<file path="config.mk">
export PLATFORM = sky130hd
export DESIGN_NAME = eint_group_ctrl
export DESIGN_NICKNAME = d
export VERILOG_FILES = /design/src/rtl/eint_pkg.sv /design/src/rtl/eint_sync.sv /design/src/rtl/eint_detect.sv /design/src/rtl/eint_merge.sv /design/src/rtl/eint_group_ctrl.sv
export SDC_FILE = /design/constraint.sdc
export NUM_CORES = 1
export LEC_CHECK = 0
export BUFFER_PORTS_ARGS = -buffer_cell sky130_fd_sc_hd__buf_4
export CAP_MARGIN = 20
export CORE_AREA = 2 2 173 175
export DETAILED_ROUTE_END_ITERATION = 6
export DIE_AREA = 0 0 175 177
export GPL_ROUTABILITY_DRIVEN = 1
export HOLD_SLACK_MARGIN = 0.08
export PLACE_DENSITY_LB_ADDON = 0.15
export SYNTH_ARGS = -nofsm -noshare
export SYNTH_HDL_FRONTEND = slang
export SYNTH_HIERARCHICAL = 1
export SYNTH_SLANG_ARGS = --single-unit
</file>
<file path="constraint.sdc">
create_clock -name clk_i -period 1.6 [get_ports clk_i]
set_input_delay 0.08 -clock clk_i [delete_from_list [all_inputs] [get_ports clk_i]]
set_output_delay 0.08 -clock clk_i [all_outputs]
set_load 0.01 [all_outputs]
</file>
<file path="src/rtl/eint_pkg.sv">
package eint_pkg;
   localparam int FIELD_W      = 3;
   localparam int FIELD_STRIDE = 4;

   typedef enum logic [1:0] {
      REG_CFG_LO = 2'd0,
      REG_CFG_HI = 2'd1,
      REG_MASK   = 2'd2,
      REG_PEND   = 2'd3
   } eint_reg_e;

   // trigger evaluation on the synchronised level and its previous sample
   function automatic logic trig_hit(input logic [FIELD_W-1:0] code,
                                     input logic cur, input logic prev);
      logic r;
      unique casez (code)
         3'b000:  r = ~cur;
         3'b001:  r = cur;
         3'b01?:  r = prev & ~cur;
         3'b10?:  r = ~prev & cur;
         default: r = prev ^ cur;
      endcase
      return r;
   endfunction
endpackage

</file>
<file path="src/rtl/eint_sync.sv">
module eint_sync #(
   parameter int WIDTH  = 28,
   parameter int STAGES = 2
) (
   input  logic             clk_i,
   input  logic             rst_ni,
   input  logic [WIDTH-1:0] async_i,
   output logic [WIDTH-1:0] sync_o
);
   logic [WIDTH-1:0] stage_q [STAGES];

   for (genvar s = 0; s < STAGES; s++) begin : g_stage
      if (s == 0) begin : g_first
         always_ff @(posedge clk_i or negedge rst_ni)
            if (!rst_ni) stage_q[s] <= '0;
            else         stage_q[s] <= async_i;
      end else begin : g_next
         always_ff @(posedge clk_i or negedge rst_ni)
            if (!rst_ni) stage_q[s] <= '0;
            else         stage_q[s] <= stage_q[s-1];
      end
   end

   assign sync_o = stage_q[STAGES-1];

   logic [2:0] warm_q;
   always_ff @(posedge clk_i or negedge rst_ni)
      if (!rst_ni)                  warm_q <= '0;
      else if (warm_q < 3'(STAGES)) warm_q <= warm_q + 3'd1;

   assert_sync_latency_R6: assert property (@(posedge clk_i) disable iff (!rst_ni)
      (warm_q == 3'(STAGES)) |-> (sync_o == $past(async_i, STAGES)));
endmodule

</file>
<file path="src/rtl/eint_detect.sv">
module eint_detect import eint_pkg::*; #(
   parameter int WIDTH = 28
) (
   input  logic                     clk_i,
   input  logic                     rst_ni,
   input  logic [WIDTH-1:0]         sig_i,
   input  logic [WIDTH*FIELD_W-1:0] code_i,
   output logic [WIDTH-1:0]         hit_o
);
   logic [WIDTH-1:0] prev_q;

   always_ff @(posedge clk_i or negedge rst_ni)
      if (!rst_ni) prev_q <= '0;
      else         prev_q <= sig_i;

   for (genvar n = 0; n < WIDTH; n++) begin : g_pin
      assign hit_o[n] = trig_hit(code_i[n*FIELD_W +: FIELD_W], sig_i[n], prev_q[n]);

      assert_rise_only_R5: assert property (@(posedge clk_i) disable iff (!rst_ni)
         (code_i[n*FIELD_W +: 2] == 2'b00 && code_i[n*FIELD_W+2] == 1'b1 && code_i[n*FIELD_W+1] == 1'b0)
            |-> (hit_o[n] == (sig_i[n] && !$past(sig_i[n]))));
      assert_level_high_R4: assert property (@(posedge clk_i) disable iff (!rst_ni)
         (code_i[n*FIELD_W +: FIELD_W] == 3'b001 && $stable(sig_i[n]) && sig_i[n]) |-> hit_o[n]);
   end
endmodule

</file>
<file path="src/rtl/eint_merge.sv">
module eint_merge #(
   parameter int NUM_INPUTS  = 28,
   parameter int FIRST_GROUP = 4,
   parameter int GROUP_SIZE  = 8,
   parameter int NUM_GROUPS  = 4
) (
   input  logic                  clk_i,
   input  logic                  rst_ni,
   input  logic [NUM_INPUTS-1:0] active_i,
   output logic [NUM_GROUPS-1:0] irq_o
);
   for (genvar g = 0; g < NUM_GROUPS; g++) begin : g_grp
      localparam int LO = (g == 0) ? 0 : FIRST_GROUP + (g - 1) * GROUP_SIZE;
      localparam int HI = (g == 0) ? FIRST_GROUP - 1 : LO + GROUP_SIZE - 1;
      assign irq_o[g] = |active_i[HI:LO];
   end

   assert_quiet_groups_R10: assert property (@(posedge clk_i) disable iff (!rst_ni)
      (active_i == '0) |-> (irq_o == '0));
   assert_any_group_R10: assert property (@(posedge clk_i) disable iff (!rst_ni)
      (active_i != '0) |-> (irq_o != '0));
endmodule

</file>
<file path="src/rtl/eint_group_ctrl.sv">
module eint_group_ctrl import eint_pkg::*; #(
   parameter int NUM_INPUTS  = 28,
   parameter int SYNC_STAGES = 2,
   parameter int FIRST_GROUP = 4,
   parameter int GROUP_SIZE  = 8,
   parameter int NUM_GROUPS  = 4,
   parameter int DATA_W      = 32,
   parameter int ADDR_W      = 2
) (
   input  logic                  clk_i,
   input  logic                  rst_ni,
   input  logic [NUM_INPUTS-1:0] pins_i,
   input  logic                  bus_we_i,
   input  logic [ADDR_W-1:0]     bus_addr_i,
   input  logic [DATA_W-1:0]     bus_wdata_i,
   output logic [DATA_W-1:0]     bus_rdata_o,
   output logic [NUM_GROUPS-1:0] irq_o
);
   localparam int FIELDS_PER_REG = DATA_W / FIELD_STRIDE;
   localparam int INPUTS_PER_REG = 2 * FIELDS_PER_REG;
   localparam int NUM_FIELDS     = NUM_INPUTS / 2;
   localparam logic [NUM_INPUTS-1:0] ALL_IN = '1;

   // elaboration-time parameter checks
   if (NUM_INPUTS % 2 != 0 || NUM_INPUTS <= INPUTS_PER_REG || NUM_INPUTS > 2 * INPUTS_PER_REG)
   begin : g_bad_inputs
      $error("eint_group_ctrl: NUM_INPUTS must be even and fit the two trigger words");
   end
   if (NUM_INPUTS > DATA_W) begin : g_bad_width
      $error("eint_group_ctrl: NUM_INPUTS exceeds DATA_W");
   end
   if (FIRST_GROUP + (NUM_GROUPS - 1) * GROUP_SIZE != NUM_INPUTS) begin : g_bad_groups
      $error("eint_group_ctrl: group sizes do not cover NUM_INPUTS");
   end
   if (SYNC_STAGES < 2 || SYNC_STAGES > 4) begin : g_bad_sync
      $error("eint_group_ctrl: SYNC_STAGES must be 2..4");
   end
   if (ADDR_W < 2) begin : g_bad_addr
      $error("eint_group_ctrl: ADDR_W must be at least 2");
   end

   logic wr_lo, wr_hi, wr_mask, wr_pend;
   assign wr_lo   = bus_we_i && (bus_addr_i == ADDR_W'(REG_CFG_LO));
   assign wr_hi   = bus_we_i && (bus_addr_i == ADDR_W'(REG_CFG_HI));
   assign wr_mask = bus_we_i && (bus_addr_i == ADDR_W'(REG_MASK));
   assign wr_pend = bus_we_i && (bus_addr_i == ADDR_W'(REG_PEND));

   // trigger fields, one per pin pair
   logic [FIELD_W-1:0] field_q [NUM_FIELDS];

   for (genvar f = 0; f < NUM_FIELDS; f++) begin : g_field
      localparam bit IN_LO = (f < FIELDS_PER_REG);
      localparam int OFS   = (f % FIELDS_PER_REG) * FIELD_STRIDE;
      logic wr_this;
      assign wr_this = IN_LO ? wr_lo : wr_hi;
      always_ff @(posedge clk_i or negedge rst_ni)
         if (!rst_ni)      field_q[f] <= '0;
         else if (wr_this) field_q[f] <= bus_wdata_i[OFS +: FIELD_W];
   end

   logic [NUM_INPUTS*FIELD_W-1:0] code_flat;
   for (genvar n = 0; n < NUM_INPUTS; n++) begin : g_code
      assign code_flat[n*FIELD_W +: FIELD_W] = field_q[n/2];
   end

   logic [NUM_INPUTS-1:0] sync_w, hit_w;

   eint_sync #(.WIDTH(NUM_INPUTS), .STAGES(SYNC_STAGES)) u_sync (
      .clk_i(clk_i), .rst_ni(rst_ni), .async_i(pins_i), .sync_o(sync_w));

   eint_detect #(.WIDTH(NUM_INPUTS)) u_detect (
      .clk_i(clk_i), .rst_ni(rst_ni), .sig_i(sync_w), .code_i(code_flat), .hit_o(hit_w));

   // mask and pending state
   logic [NUM_INPUTS-1:0] mask_q, pend_q, clr_w;
   assign clr_w = wr_pend ? bus_wdata_i[NUM_INPUTS-1:0] : '0;

   always_ff @(posedge clk_i or negedge rst_ni)
      if (!rst_ni) begin
         mask_q <= ALL_IN;
         pend_q <= '0;
      end else begin
         if (wr_mask) mask_q <= bus_wdata_i[NUM_INPUTS-1:0];
         pend_q <= (pend_q & ~clr_w) | hit_w;
      end

   eint_merge #(.NUM_INPUTS(NUM_INPUTS), .FIRST_GROUP(FIRST_GROUP),
                .GROUP_SIZE(GROUP_SIZE), .NUM_GROUPS(NUM_GROUPS)) u_merge (
      .clk_i(clk_i), .rst_ni(rst_ni), .active_i(pend_q & ~mask_q), .irq_o(irq_o));

   // register readback
   logic [DATA_W-1:0] cfg_lo_word, cfg_hi_word;
   always_comb begin
      cfg_lo_word = '0;
      cfg_hi_word = '0;
      for (int f = 0; f < NUM_FIELDS; f++) begin
         if (f < FIELDS_PER_REG)
            cfg_lo_word[f*FIELD_STRIDE +: FIELD_W] = field_q[f];
         else
            cfg_hi_word[(f-FIELDS_PER_REG)*FIELD_STRIDE +: FIELD_W] = field_q[f];
      end
   end

   always_comb begin
      bus_rdata_o = '0;
      if (bus_addr_i == ADDR_W'(REG_CFG_LO))      bus_rdata_o = cfg_lo_word;
      else if (bus_addr_i == ADDR_W'(REG_CFG_HI)) bus_rdata_o = cfg_hi_word;
      else if (bus_addr_i == ADDR_W'(REG_MASK))   bus_rdata_o = DATA_W'(mask_q);
      else if (bus_addr_i == ADDR_W'(REG_PEND))   bus_rdata_o = DATA_W'(pend_q);
   end

   // assertions
   assert_hit_recorded_R7: assert property (@(posedge clk_i) disable iff (!rst_ni)
      (hit_w != '0) |=> ((pend_q & $past(hit_w)) == $past(hit_w)));
   assert_w1c_R8: assert property (@(posedge clk_i) disable iff (!rst_ni)
      wr_pend |=> ((pend_q & $past(bus_wdata_i[NUM_INPUTS-1:0] & ~hit_w)) == '0));
   assert_full_mask_R9: assert property (@(posedge clk_i) disable iff (!rst_ni)
      (mask_q == ALL_IN) |-> (irq_o == '0));
   assert_pend_hold_R8: assert property (@(posedge clk_i) disable iff (!rst_ni)
      (!wr_pend && hit_w == '0) |=> $stable(pend_q));
endmodule

</file>
# Yosys cells after proc, flatten, opt, wreduce, memory -nomap -nowiden
# Index checks and enable logic that the tools add are counted.
# classes
muxes	33
shift	0
n_eq_ne	45
div_mod_pow	0
n_reduce_logical	23
add_sub_neg	0
n_mul	0
bitwise	145
magnitude_cmp	0
# op_table
op	count
$mux W28	4
$pmux W1 S4	28
$and A1 B1 Y1	56
$and A28 B28 Y28	2
$not A1 Y1	56
$not A28 Y28	2
$eq A3 B1 Y1 const B	14
$logic_not A3 Y1	14
$eq A2 B2 Y1 const B	16
$mux W31	1
$eq A2 B1 Y1 const B	15
$or A28 B28 Y28	1
$xor A1 B1 Y1	28
$reduce_or A8 Y1	3
$logic_and A1 B1 Y1	4
$reduce_or A4 Y1	1
$logic_not A2 Y1	1
# word_totals
out_inout_bits	36
latch_bits	0
ram_bits	0
inputBits	65
reg_bits	182
romBits	0
mem_count	0
wordCells	265

# Longest topological paths before layout
# Gate-level depths: netlist of run 1.
# logic_depth
depth_word	6
ltp_mapped	7
mapped_depth_nobuf	6

# Modules after synthesis
# Netlist of run 1, hierarchy kept.
# by_module_without_submodules
mod	n_inst	cells_each	area_each_um2	seq_area_each_um2
eint_group_ctrl	1	322	4657.0	2487.4
eint_detect	1	443	3677.3	700.7
eint_sync	1	84	1611.5	1401.3
eint_merge	1	10	56.3	0.0

# Least setup slack after synthesis of run 1
# OpenSTA, ideal clock, no wires.
# synth_path
path_type	reg-to-reg
startpoint	reg u_sync.stage_q, in the netlist u_sync/sync_o[14]
endpoint	reg pend_q[14]
stages_incl_launch_ff	7
required_ns	1.482
arrival_ns	1.241
n_path_buf	1
slack_ns	0.241
setup_ns	0.118
synth_period_minus_slack_ns	1.359
path_cell_list	dfrtp_1 buf_4 ha_1 a22o_1 nor3_1 a21oi_1 a21o_1
# synth_between
elab_chain_len	4
elab_cells_between_ends	6
classes_between	mux (1); bitwise (5)
# synth_lines
element	line	source
start, declared	eint_sync.sv:10	logic [WIDTH-1:0] stage_q [STAGES];
start signal, assigned by index	eint_sync.sv:20	else stage_q[s] <= stage_q[s-1];
$not A1 Y1	eint_pkg.sv:17, eint_pkg.sv:19	
$and A1 B1 Y1	eint_pkg.sv:19	3'b01?: r = prev & ~cur;
$pmux W1 S4 *	eint_pkg.sv:16	unique casez (code)
via hit_w[14]	eint_group_ctrl.sv:66	logic [NUM_INPUTS-1:0] sync_w, hit_w;
$or A28 B28 Y28 *	eint_group_ctrl.sv:84	pend_q <= (pend_q & ~clr_w) | hit_w;
end signal, assigned	eint_group_ctrl.sv:84	
end, declared	eint_group_ctrl.sv:75	logic [NUM_INPUTS-1:0] mask_q, pend_q, clr_w;
# Mark *: on every way through the listed nets, which the timed path passes. The rest lies on a longest branch.
# A chain may end at the register's enable or synchronous reset.

# Worst setup path in the final report of run 1
# layout_path
startpoint	reg mask_q[16]
endpoint	out irq_o[2]
# layout_between
elab_chain_len	3
# layout_lines
element	line	source
start, declared	eint_group_ctrl.sv:75	
start signal, assigned	eint_group_ctrl.sv:83	if (wr_mask) mask_q <= bus_wdata_i[NUM_INPUTS-1:0];
$not A28 Y28	eint_group_ctrl.sv:89	.clk_i(clk_i), .rst_ni(rst_ni), .active_i(pend_q & ~mask_q), .irq_o(irq_o));
$and A28 B28 Y28	eint_group_ctrl.sv:89	
$reduce_or A8 Y1	eint_merge.sv:15	assign irq_o[g] = |active_i[HI:LO];
end, declared	eint_group_ctrl.sv:17	output logic [NUM_GROUPS-1:0] irq_o
# Every way passes these cells.

==> flow_summary.ini, run 1 <==
[logic_synthesis]
async_flop_share_pct = 100
ys_ff_latch = 182
yosysWarnings = 6
syn_inst = 859
netlist_top_cells_area = dfrtp_1, ha_1, mux2_2
yosys.area.top_type = dfrtp_1
syn_area_mm2 = 0.0100
syn_avg_cell_area_um2 = 11.6
synth_ff_type = dfrtp_1
synth.top_cell.area_share_pct = 38.5
synth_cell_types = 33
syn_nets = 1034
synth_commonest_cells = dfrtp_1, ha_1, inv_1, mux2_2, nor2b_1
synth_edf_count = 0
ys_seq_area_share_pct = 45.9
synth_most_common_cell = dfrtp_1

[power_and_ir_drop]
leakage_nw = 5.95
power_density_mw_per_mm2 = 1080
power_mw = 14.0
ir_drop_uv = 864

[global_routing]
antenna_found_initial = 0
grt_remaining_overflow = 0
grt_start_max_net_pins = 44
grt_usage_pct = 15.3
first_global_vias = 6711
grt_first_pass_wirelength_um = 36500

[run_status]
status = complete, but fails checks
violations = negative setup slack

[route]
drt_first_pass_iters = 4
vias = 6652
antenna_left = 0
routedWlPerCell_um = 15.4
drt_iter0_markers = 219
remaining_drc_errors = 0
wl_um = 22600
vias_per_cell = 4.55

[timing]
fin_skew_ps = 14.1
period_minus_slack_ps = 1760
worst_slack_ps = -157
setup_violations = 8
period_share_pct = 110
rsz0062_at_grt = true
drv_slew = 0
timing.final.hold_violations = 0
max_freq_mhz = 569

[setup_path]
path_buf_inv = 2
crit_type = flop to output pin
cp.required_ps = 1520
crit_slowest_cell = dfstp_2
critPathCaptureType = output pin
crit_arrival_ps = 1680
critPathMaxStageDelay_ps = 550
cp_top_family = flip-flops
crit_fanout = 3
worstSetupStartpointType = flop
worstPathCellList = nor2b_2, nor4_4, buf_4, nand2_4, buf_6

[cells_and_area]
finalNetCount = 1233
area_growth_pct = 29.8
diodes = 0
post-route-util_pct = 44.4
drive_gt1_share_pct = 34.7
postLayoutCellArea_mm2 = 0.0130

[floorplan]
num_rows = 63
pin_count = 101
initial_core_util_pct = 34.2
die_w_um = 175
core_area_mm2 = 0.0292
die_height_um = 177
die-area_mm2 = 0.0310

[cts]
cts_tree = built
numClockSinks = 182
clk_latency_ps = 440
root_buffer = clkbuf_16
cts_buffers = 17
cts_buffer_depth = 2
h-tree-depth = 4
clkTransAtPathRegs_ps = 80

[placement]
dp_hpwl_um = 15900
place_ws_ps = 38.8
portBuffers = 98
globalplace.congestion = 0.739
post_dp_cell_area_mm2 = 0.0111

[worst_hold_path]
hold_path.class = input port to async pin

[run]
cap_violations = 0
## cell families after synthesis
group | count (synthesis) | share of synthesized area [%]
muxes | 98 | 13.0
buffers and inverters | 162 | 7.92
adders and majority gates | 110 | 13.8
DFF | 182 | 45.9
AOI/OAI and AO/OA | 116 | 7.69
other | 1 | 0.0375
xor gates and xnor gates | 28 | 2.45
and+or+nand+nor | 162 | 9.28
## metal layers
metal  track usage, %  part of all wire (%)  routed length [µm]
met1             21.0                    49               11000
met2             24.6                    47               10600
met4             3.85                  0.78                 175
met3             3.16                   3.4                 767
met5                0                     0                   0
## per-stage QoR
step,hold WS (ps),setup TNS (ps),instances
CTS,161,-1060,1457
detailed placement,62.4,0,1320
floorplan,-216,0,859
global placement,60.5,0,1320
finish,160,-654,1461
global route,171,-1590,1461
## worst paths after layout
| check | slack [ps] | cells after the start | from | endpoint |
|---|---|---|---|---|
| min reg2reg | 340 | 0 | u_sync/stage_q[30] | u_sync/sync_o[2] |
| max reg2reg | 50 | 6 | cfg_hi_word[6] | pend_q[18] |
| min in group clk_i | 230 | 4 | bus_addr_i[0] | pend_q[7] |
| max in group asynchronous | 830 | 3 | rst_ni | mask_q[14] |
| min | 160 | 2 | rst_ni | u_sync/sync_o[4] |
| max | -160 | 5 | mask_q[16] | irq_o[2] |
## cell usage in the layout, fill, tap and decap left out, drive strengths merged
| cell type | n |
|---|---|
| a21o | 28 |
| or4 | 1 |
| a22o | 30 |
| nor2b | 35 |
| nor3b | 1 |
| dfrtp | 154 |
| dlygate4sd3 | 63 |
| buf | 168 |
| clkinvlp | 3 |
| nand4 | 28 |
| dfstp | 28 |
| a21boi | 1 |
| nor4 | 6 |
| bufinv | 3 |
| inv | 110 |
| xor2 | 1 |
| nand2 | 31 |
| clkinv | 3 |
| a21oi | 28 |
| mux2i | 7 |
| conb | 1 |
| mux4 | 18 |
| nor3 | 27 |
| nor2 | 1 |
| mux2 | 73 |
| o21ai | 29 |
| ha | 110 |
| nand3b | 2 |
| and2 | 3 |
| xnor2 | 27 |
| or2 | 27 |
| clkbuf | 24 |
## repair_timing
item | in CTS | in global routing
gates resized for setup | 54 | 43
endpoints found under the hold margin | 290 | 0
endpoints found under the setup margin | 22 | 37
setup buffers | 43 | 4
pin swaps | 5 | 9
hold buffers | 63 | 0
## registers in the layout (all words and copies together) (netlist names)
register	flops
mask_q	28
pend_q	28
u_detect/prev_q	28
u_sync/stage_q	28
u_sync/sync_o	28
cfg_lo_word	24
cfg_hi_word	18
## where the power goes
group	switching (mW)	internal (mW)	leakage (nW)
Sequential	0.417	5.25	1.99
Combinational	1.85	2.15	3.67
Clock	1.84	2.54	0.283
## final cells by class
type / instances / area (µm²)
Fill cell: 2781 / 16300
Inverter: 110 / 413
Multi-Input combinational cell: 515 / 4760
Tap cell: 390 / 488
Sequential cell: 182 / 4630
Timing Repair Buffer: 232 / 2100
Clock inverter: 9 / 128
Clock buffer: 23 / 468
Power figures use the tool's default switching activity.
==> run 2, diff against run 1 <==
- CORE_AREA: 2 2 173 175 -> 2 2 161 163
- DIE_AREA: 0 0 175 177 -> 0 0 163 165
- HOLD_SLACK_MARGIN: 0.08 -> 0.15
- SYNTH_HIERARCHICAL: 1 -> not set
==> run 2 against run 1 <==
  * The flow still finishes with violations (negative setup slack)
  * Utilization up 2.5 points
  * Global-route usage up 1.5 points
  * Register-to-register slack better by 170 ps
  * Power down 5.8%
  * Synthesized cell count down 16%
  * Routed wire length down 6.4%
  * Largest power group unchanged
==> flow_summary.ini, run 2 <==
[cts]
cts_tree = built
root_buffer = clkbuf_16
h-tree-depth = 4
clk_latency_ps = 440
cts_buffer_depth = 2
clkTransAtPathRegs_ps = 70
cts_buffers = 17
numClockSinks = 182

[logic_synthesis]
syn_nets = 847
syn_inst = 724
synth.top_cell.area_share_pct = 44.1
ys_ff_latch = 182
ys_seq_area_share_pct = 52.6
synth_fa_ha_area_share_pct = 8.31
yosys.area.top_type = dfrtp_1
synth_xor_area_share_pct = 2.81
synth_top_family_by_area = multiplexers
syn_avg_cell_area_um2 = 12.1
netlist_top_cells_area = dfrtp_1, dfstp_2, ha_1
async_flop_share_pct = 100
synth_cell_types = 42
synth_ff_type = dfrtp_1
yosys.area_share.simple_pct = 6.81
synth_compound_area_share_pct = 8.84
synth_commonest_cells = dfrtp_1, inv_1, ha_1, o21ai_0, nand2_1
yosys-mux-area-fraction_pct = 14.2
syn_area_mm2 = 0.00873
yosysWarnings = 0
synth_most_common_cell = dfrtp_1
synth_edf_count = 0

[route]
wl_um = 21100
vias_per_cell = 4.67
vias = 5987
drt_iter0_markers = 345
antenna_left = 0
routedWlPerCell_um = 16.5
drt_first_pass_iters = 4
remaining_drc_errors = 0

[floorplan]
core_area_mm2 = 0.0250
die_height_um = 165
die_w_um = 163
num_rows = 58
die-area_mm2 = 0.0269
initial_core_util_pct = 34.9
pin_count = 101

[timing]
setup_violations = 9
tns_ps = -959
drv_slew = 0
period_share_pct = 115
max_freq_mhz = 542
rsz0062_at_grt = true
timing.final.hold_violations = 0
period_minus_slack_ps = 1840
fin_skew_ps = 23.7
worst_slack_ps = -244

[global_routing]
grt_start_max_net_pins = 52
antenna_found_initial = 0
grt_usage_pct = 16.8
grt_remaining_overflow = 0
first_global_vias = 6072
grt_first_pass_wirelength_um = 33900

[placement]
post_dp_cell_area_mm2 = 0.00997
dp_hpwl_um = 14700
portBuffers = 98
globalplace.congestion = 0.739

[cells_and_area]
nFillCells = 2303
layout_commonest_cell = buf_4
diodes = 0
multi_input_area_mm2 = 0.00363
final_cell_mix = buf_4, dfrtp_1, inv_1, dlygate4sd3_1, ha_1
postLayoutCellArea_mm2 = 0.0117
area_growth_pct = 34.4
drive_gt1_share_pct = 35.8
seq_area_mm2 = 0.00463
finalNetCount = 1061

[power_and_ir_drop]
ir_drop_uv = 715
power_density_mw_per_mm2 = 1130
leakage_nw = 5.51

[setup_path]
path_buf_inv = 1
critPathMaxStageDelay_ps = 550
worstSetupStartpointType = flop
worstPathCellList = o22ai_1, or4_4, buf_6
crit_fanout = 2
crit_arrival_ps = 1760
cp_top_family = flip-flops
critPathCaptureType = output pin
crit_slowest_cell = dfstp_2
cp.required_ps = 1520
crit_type = flop to output pin

[worst_hold_path]
hold_path.class = input port to flop

[run]
cap_violations = 0

[run_status]
violations = negative setup slack
status = complete, but fails checks
==> run 2: timing repair <==
action | in CTS | in global routing
gates resized for setup | 53 | 15
pin swaps | 3 | 6
endpoints found under the hold margin | 285 | 0
setup buffers | 34 | 13
cloned | 0 | 0
hold buffers | 62 | 0
endpoints found under the setup margin | 21 | 20
==> run 2: logic make-up after synthesis <==
group,count (synthesis)
adder cells (fa/ha/maj),58
AO/OA/AOI/OAI,126
buffers and inverters,131
flip-flops,182
multiplexers,88
AND/OR/NAND/NOR,110
other,1
XOR/XNOR,28
==> run 2: report_power, final <==
part	internal, mW	switching, mW
combinational	1.67	1.30
clock	2.74	1.84
sequential	5.24	0.435
total	9.65	3.57
==> run 2: cell type report <==
type / instances / area share [%]
clock buffer: 20 / 3.98
clock inverter: 12 / 1.49
inverter: 98 / 3.13
multi-input combinational: 411 / 31.0
sequential: 182 / 39.4
tap: 330 / 3.52
timing repair buffer: 228 / 17.5
==> run 2: per-layer routing <==
layer,GRT usage (%),wire length (µm),up-vias
li1,-,-,2897
met1,23.9,10500,2968
met2,26.2,9720,110
met3,3.24,627,12
met4,4.34,243,0
met5,0,0,-
==> run 2: metrics by stage <==
step	power, mW	utilization [%]	setup slack (ps)	hold WS [ps]	std cells
floorplan	7.18	-	355	-216	724
global placement	8.16	39.8	119	28.7	1144
detailed placement	8.19	39.8	122	26.0	1144
CTS	13.3	46.5	-259	239	1272
global route	14.0	46.9	-285	252	1281
finish	13.2	46.9	-244	248	1281
==> run 2: worst paths after layout <==
check,startpoint,to,slack (ps),depth (start not counted)
setup / recovery,mask_q[17],irq_o[2],-240,3
hold / removal,bus_addr_i[0],cfg_hi_word[6],250,4
setup reg to reg,u_sync.sync_o[21],pend_q[21],220,5
hold reg to reg,u_sync.stage_q[43],u_sync.sync_o[15],350,0
max in group asynchronous,rst_ni,mask_q[24],970,3
min in group asynchronous,rst_ni,mask_q[6],290,2
==> run 2: worst register-to-register path, stage by stage (launching register included) <==
cell      delay [ps]
dfrtp_1          400
inv_1             60
ha_1             260
nand2b_1          90
a31oi_1           70
or3_1            340
==> run 3, diff against run 2 <==
- CELL_PAD_IN_SITES_DETAIL_PLACEMENT: not set -> 0
- CELL_PAD_IN_SITES_GLOBAL_PLACEMENT: not set -> 2
==> run 3 against run 2 <==
  * Power shrank 3.7%
  * The run still ends with negative setup slack left
  * Via count grew 2.5%
  * Sequential share of layout area grew 0.11 points
  * Cell count grew 0.55%
  * Worst setup slack gained 15 ps
  * Critical path depth is the same
  * Critical path type unchanged
  * Sequential cell count is the same
==> flow_summary.ini, run 3 (synthesis gave the netlist of run 2 again) <==
[run_status]
status = complete, but fails checks
violations = negative setup slack

[floorplan]
num_rows = 58
initial_core_util_pct = 34.9
die-area_mm2 = 0.0269
pin_count = 101
core_area_mm2 = 0.0250
die_height_um = 165
die_w_um = 163

[power_and_ir_drop]
power_frac_comb_pct = 24.0
leakage_nw = 5.50
internal_power_mw = 9.11
power_density_mw_per_mm2 = 1090
seq_power_share_pct = 44.4
ir_drop_uv = 645
power_switching_share_pct = 28.5
clkPwrFrac_pct = 31.6
power_mw = 12.7
p_sw_mw = 3.63

[cells_and_area]
postLayoutCellArea_mm2 = 0.0117
finalNetCount = 1068
layout_commonest_cell = buf_4
post-route-util_pct = 46.7
final_cell_mix = buf_4, dfrtp_1, inv_1, dlygate4sd3_1, ha_1
drive_gt1_share_pct = 35.6
area_growth_pct = 34.0
diodes = 0
stdcell_count = 1288

[global_routing]
grt_start_max_net_pins = 42
grt_remaining_overflow = 0
first_global_vias = 6480
grt_first_pass_wirelength_um = 35400
antenna_found_initial = 0
grt_usage_pct = 17.3

[cts]
cts_tree = built
h-tree-depth = 4
root_buffer = clkbuf_16
numClockSinks = 182
clkTransAtPathRegs_ps = 70
cts_buffers = 17
cts_buffer_depth = 2
clk_latency_ps = 430

[timing]
holdWs_ps = 157
tns_ps = -924
drv_slew = 0
period_share_pct = 114
timing.final.hold_violations = 0
fin_skew_ps = 11.0
setup_violations = 8
rsz0062_at_grt = true
worst_slack_ps = -229
max_freq_mhz = 547
period_minus_slack_ps = 1830

[placement]
globalplace.congestion = 0.765
dp_hpwl_um = 15300
portBuffers = 98
dp.cells = 1143
post_dp_cell_area_mm2 = 0.00999
place_ws_ps = 128

[route]
vias = 6138
drt_iter0_markers = 320
remaining_drc_errors = 0
wl_um = 21900
drt_first_pass_iters = 5
vias_per_cell = 4.77
antenna_left = 0
routedWlPerCell_um = 17.0

[setup_path]
critPathCaptureType = output pin
reg2reg_to = pend_q[9]
setup.worst_path.start = mask_q[4]
cp.required_ps = 1520
crit_type = flop to output pin
rrSetupSlack_ps = 200
worstSetupStartpointType = flop
crit_arrival_ps = 1750
endpoint = irq_o[1]
crit_fanout = 2
rr_worst_depth = 6
r2r-start = cfg_lo_word[17]

[worst_hold_path]
hold_path.class = input port to async pin

[run]
cap_violations = 0
## run 3: area by class of cell
cell class	count	area (µm²)
clock buffers	22	484
clock inverters	10	71.3
fillers	2312	13300
inverters	98	368
multi-input cells	411	3620
flip-flops and latches	182	4630
well taps	330	413
repair buffers	235	2120
## run 3: power groups by stage
stage	clock network, mW	logic, mW	registers, mW
after global placement	0	2.23	5.93
final	4.03	3.06	5.65
after detailed placement	0	2.26	5.96
after floorplan	0	1.55	5.63
after global routing	4.36	3.39	5.74
after CTS	4.18	3.00	5.66
## run 3: repair_timing
item	in CTS	in global routing
endpoints found under the setup margin	22	19
hold buffers	62	0
pin swaps	5	0
hold endpoints to repair	288	0
buffers inserted	42	10
resized for setup	49	11
## run 3: routing by layer
layer / routed length (µm) / global-route usage (%) / vias up
li1: - / - / 2905
met1: 10200 / 22.9 / 3102
met2: 10900 / 29.6 / 113
met3: 636 / 2.94 / 18
met4: 255 / 4.22 / 0
met5: 0 / 0 / -
## run 3: critical path, stage by stage (launching register included)
cell     delay (ps)
dfstp_2         540
o22ai_1         110
or4_4           540
buf_6           140
## run 3: worst min-delay path by stage
stage | start | to | depth (start not counted)
3_3_place_gp | rst_ni | u_sync.sync_o[1] | 1
4_1_cts | rst_ni | u_sync.stage_q[29] | 2
6_report | rst_ni | u_sync.stage_q[29] | 2
5_1_grt | rst_ni | u_sync.stage_q[29] | 2
3_5_place_dp | rst_ni | u_sync.sync_o[1] | 1
2_1_floorplan | rst_ni | cfg_hi_word[0] | 0
